===== src/rtl/lsh_pkg.sv =====
package lsh_pkg;

  // Fill behaviour seen by each stage on the bit lines that a right move empties
  typedef enum logic [1:0] {
    FILL_ZERO = 2'b00,
    FILL_SIGN = 2'b01,
    FILL_WRAP = 2'b10
  } fill_e;

  // Encodings of the fill_mode input of the top module
  localparam logic [1:0] MODE_LOGIC  = 2'b00;
  localparam logic [1:0] MODE_ARITH  = 2'b01;
  localparam logic [1:0] MODE_ROTATE = 2'b10;

endpackage


===== src/rtl/lsh_bitrev.sv =====
module lsh_bitrev #(
  parameter int W = 16
) (
  input  logic [W-1:0] a,
  output logic [W-1:0] y
);
  for (genvar i = 0; i < W; i++) begin : g_rev
    assign y[i] = a[W-1-i];
  end
endmodule


===== src/rtl/lsh_amt_negate.sv =====
module lsh_amt_negate #(
  parameter int AW = 4
) (
  input  logic [AW-1:0] amt,
  output logic [AW-1:0] neg
);
  localparam logic [AW-1:0] ONE = {{(AW-1){1'b0}}, 1'b1};

  logic [AW-1:0] inv;

  // two's complement: invert every bit, then increment (wraps 0 -> 0)
  assign inv = ~amt;
  assign neg = inv + ONE;
endmodule


===== src/rtl/lsh_stage.sv =====
module lsh_stage
  import lsh_pkg::*;
#(
  parameter int W    = 16,
  parameter int DIST = 1
) (
  input  logic [W-1:0] d,
  input  logic         en,
  input  fill_e        fill,
  output logic [W-1:0] q
);
  logic [W-1:0] moved;

  for (genvar i = 0; i < W; i++) begin : g_line
    if (i + DIST < W) begin : g_body
      assign moved[i] = d[i+DIST];
    end else begin : g_fill
      // three-way selector on each bit line the move empties
      always_comb begin
        unique case (fill)
          FILL_WRAP: moved[i] = d[i+DIST-W];
          FILL_SIGN: moved[i] = d[W-1];
          default:   moved[i] = 1'b0;
        endcase
      end
    end
  end

  assign q = en ? moved : d;
endmodule


===== src/rtl/lsh_shifter.sv =====
module lsh_shifter
  import lsh_pkg::*;
#(
  parameter int WIDTH = 16,
  localparam int AW   = $clog2(WIDTH)
) (
  input  logic [WIDTH-1:0] din,
  input  logic [AW-1:0]    shamt,
  input  logic             dir_left,
  input  logic [1:0]       fill_mode,
  output logic [WIDTH-1:0] dout
);
  localparam int NSTAGE = AW;

  logic             is_rot;
  logic             is_arith_r;
  logic             use_rev;
  logic             use_neg;
  fill_e            eff_fill;
  logic [AW-1:0]    amt_neg;
  logic [AW-1:0]    amt_eff;
  logic [WIDTH-1:0] din_rev;
  logic [WIDTH-1:0] core_in;
  logic [WIDTH-1:0] core_out;
  logic [WIDTH-1:0] out_rev;
  logic [WIDTH-1:0] stage_v [NSTAGE+1];

  // mode decode; left non-rotating moves always fill with zero
  always_comb begin
    is_rot     = (fill_mode == MODE_ROTATE);
    is_arith_r = (fill_mode == MODE_ARITH) && !dir_left;
    use_neg    = dir_left && is_rot;
    use_rev    = dir_left && !is_rot;
    if (is_rot)          eff_fill = FILL_WRAP;
    else if (is_arith_r) eff_fill = FILL_SIGN;
    else                 eff_fill = FILL_ZERO;
  end

  lsh_amt_negate #(.AW(AW)) u_neg (
    .amt (shamt),
    .neg (amt_neg)
  );

  assign amt_eff = use_neg ? amt_neg : shamt;

  lsh_bitrev #(.W(WIDTH)) u_rev_in (
    .a (din),
    .y (din_rev)
  );

  assign core_in    = use_rev ? din_rev : din;
  assign stage_v[0] = core_in;

  for (genvar k = 0; k < NSTAGE; k++) begin : g_stage
    lsh_stage #(.W(WIDTH), .DIST(1 << k)) u_stage (
      .d    (stage_v[k]),
      .en   (amt_eff[k]),
      .fill (eff_fill),
      .q    (stage_v[k+1])
    );
  end

  assign core_out = stage_v[NSTAGE];

  lsh_bitrev #(.W(WIDTH)) u_rev_out (
    .a (core_out),
    .y (out_rev)
  );

  assign dout = use_rev ? out_rev : core_out;

endmodule


===== config.mk =====
export PLATFORM = sky130hd
export DESIGN_NAME = lsh_shifter
export DESIGN_NICKNAME = d
export VERILOG_FILES = /design/src/rtl/lsh_pkg.sv /design/src/rtl/lsh_bitrev.sv /design/src/rtl/lsh_amt_negate.sv /design/src/rtl/lsh_stage.sv /design/src/rtl/lsh_shifter.sv
export SDC_FILE = /design/constraint.sdc
export NUM_CORES = 1
export LEC_CHECK = 0
export BUFFER_PORTS_ARGS = -buffer_cell sky130_fd_sc_hd__buf_4
export CAP_MARGIN = 10
export CORE_MARGIN = 5
export CORE_UTILIZATION = 54
export DETAILED_ROUTE_END_ITERATION = 8
export PLACE_DENSITY = 0.79
export SETUP_SLACK_MARGIN = 0.4
export SYNTH_ARGS = -nofsm -noshare
export SYNTH_HDL_FRONTEND = slang
export SYNTH_SLANG_ARGS = --single-unit

===== constraint.sdc =====
create_clock -name vclk -period 6
set_input_delay 0.3 -clock vclk [all_inputs]
set_output_delay 0.3 -clock vclk [all_outputs]
set_load 0.05 [all_outputs]

==> results.txt <==
total power = 311 µW
Worst IR Drop VDD = 0.0932 mV
WHS Path Cells = 5
HPWL after DPL = 4730 µm
GRT Total Usage = 28.5%
Mapped Nets = 273
Max Cap Viol = 0
Req. time, crit path = 5700 ps
Synth Cell Area = 1790 µm²
worst endpoint data arrival time = 3600 ps
status = complete, no violations
sequential cells = 0
min-delay src = shamt[3]
Die ar. = 4570 µm²
Port Buffers = 39
DRT Pass-1 Iters = 8
GP Congestion = 0.970
P_leak = 0.000859 µW
antenna cells = 0
row count = 21
slew margin rel. = 22.9%
Layout area overhead = 13.2%
number of clock buffers in the layout = 0
Final Net Count = 294
vias in the first global route = 2,056
Mean Syn Cell Area = 7.20 µm²
DRT iter0 DRCs = 262
final count of hold timing violations = 0
DR WL met2 = 2880 µm
fin util = 61.8%
Final ANT Viol Nets = 0
crit path launch type = input pin
Boundary Pins = 39
final slew viol count = 0
Core Area = 3280 µm²
Gate Count Post-Synth = 249
WL/cell = 20.0 µm
placed cell count = 314
initial antenna violation count = 0
distinct cell type count of the synthesized netlist = 61
global-route wire length before repair = 10,300 µm
CTS Hold Buffers Added = 0
Die W = 67.6 µm
GRT overflow = 0
die height = 67.6 µm
critical path class = in2out
final WL = 6280 µm
Setup TNS = 0 ps
Crit. End Element = primary output
DR top layer = met4
largest net degree at the start of global routing = 31
# setup viols final = 0
Max Fclk = 256 MHz
layout cells sized above 1 = 25.0%
CTS resizes = 0
via count of the routed design = 2,287
Vias/cell = 7.28
worst-path fanout max = 30
DRC = 0
Min-Delay Endpoint = dout[5]
measured slew at the worst slew-check pin = 1120 ps
detailed-routed wire length on met3 = 715 µm
setup repair bufs after CTS = 0
Initial Utilization = 54.6%
RSZ-0062 raised after global routing = no
register area = 0 µm²
Final Critical Period = 3900 ps
HP Class = in2out
register area share after synthesis = 0%
DRT met1 WL = 2520 µm
Final period util = 65.0%
non-filler cells, final = 314
pwr dens = 153 nW/µm²
Ys Warns = 0
-- report_power, final --
part / internal [µW] / leakage (µW) / switching (µW)
Clock: 0 / 0 / 0
Sequential: 0 / 0 / 0
Combinational: 107 / 0.000859 / 204
-- Yosys cell counts (3+ instances only) --
| master | count | area (µm²) |
|---|---|---|
| inv_1 | 3 | 11.3 |
| buf_2 | 7 | 35.0 |
| a22oi_1 | 6 | 45.0 |
| o21ai_0 | 18 | 90.1 |
| a21oi_2 | 3 | 26.3 |
| a21oi_1 | 17 | 85.1 |
| mux4_2 | 4 | 90.1 |
| mux2i_1 | 33 | 330 |
| mux2_2 | 7 | 78.8 |
| and2_1 | 3 | 18.8 |
| a31oi_1 | 4 | 25.0 |
| o22ai_1 | 6 | 37.5 |
| o211ai_1 | 8 | 60.1 |
| nand3_1 | 8 | 40.0 |
| nor2_1 | 16 | 60.1 |
| buf_6 | 3 | 33.8 |
| clkbuf_1 | 8 | 30.0 |
| a221oi_1 | 4 | 35.0 |
| buf_4 | 4 | 30.0 |
| nand2_1 | 20 | 75.1 |
| nor3_1 | 7 | 35.0 |
| a211oi_1 | 10 | 75.1 |
-- final cells by class --
cell class                 count  area (µm²)
tap                           46        57.6
inverter                       4        15.0
timing repair buffer          41         308
fill                         334        1260
multi-input combinational    223        1650
-- critical path, stage by stage --
cell,delay (ps)
buf_4,320
clkinv_1,340
ha_1,480
mux2i_1,870
a22oi_1,370
a22oi_1,340
mux2i_1,150
o32ai_1,170
buf_4,250
-- metal layers --
layer	up-vias	GRT usage, %
li1	1027	-
met1	1064	41.8
met2	173	43.4
met3	23	2.50
met4	0	8.86
met5	-	0
-- worst max path at each step --
stage | from | to | slack (ps) | cells after the start
detailed placement | shamt[0] | dout[2] | 2230 | 9
CTS | shamt[0] | dout[2] | 2220 | 9
floorplan | shamt[0] | dout[8] | 2110 | 11
global placement | shamt[0] | dout[8] | 2280 | 10
finish | shamt[0] | dout[2] | 2100 | 9
global route | shamt[0] | dout[8] | 1850 | 10
-- layout by cell type (no fill, tap or decap), types with 2 or more instances in the layout --
cell | Yosys | layout
o2bb2ai_1 | 2 | 2
o221ai_1 | 2 | 2
o21a_1 | 2 | 2
nand2_1 | 20 | 20
o211a_1 | 2 | 2
mux2_2 | 7 | 7
nor2_1 | 16 | 16
a21o_1 | 2 | 2
a221oi_1 | 4 | 4
nand4_1 | 2 | 2
nor2b_1 | 2 | 2
nor3_1 | 7 | 7
a21oi_1 | 17 | 17
buf_4 | 4 | 41
a211oi_1 | 10 | 10
a31oi_1 | 4 | 4
a21oi_2 | 3 | 3
and3_1 | 2 | 2
o22ai_1 | 6 | 6
mux2i_1 | 33 | 33
and2_1 | 3 | 3
inv_1 | 3 | 3
a22oi_1 | 6 | 6
a2bb2oi_1 | 2 | 2
mux4_2 | 4 | 4
o21ai_1 | 2 | 2
o21ai_0 | 18 | 18
o211ai_1 | 8 | 8
o31ai_1 | 2 | 2
nand3_1 | 8 | 8
-- cell families after synthesis --
| group | after synthesis | share of synthesized area, % |
|---|---|---|
| XOR/XNOR | 2 | 1.40 |
| adder cells (fa/ha/maj) | 1 | 0.698 |
| AND/OR/NAND/NOR | 71 | 20.6 |
| AO/OA/AOI/OAI | 103 | 39.8 |
| buffers and inverters | 26 | 8.03 |
| multiplexers | 46 | 29.5 |
-- stage by stage --
stage          cell area, µm²  hold WS, ps  worst slack [ps]
3_5_place_dp             2030         1140              2230
3_3_place_gp             2030         1140              2280
2_1_floorplan            1790         1030              2110
4_1_cts                  2030         1140              2220
6_report                 2030         1150              2100
5_1_grt                  2030         1200              1850
(Power assumes the default switching activity.)
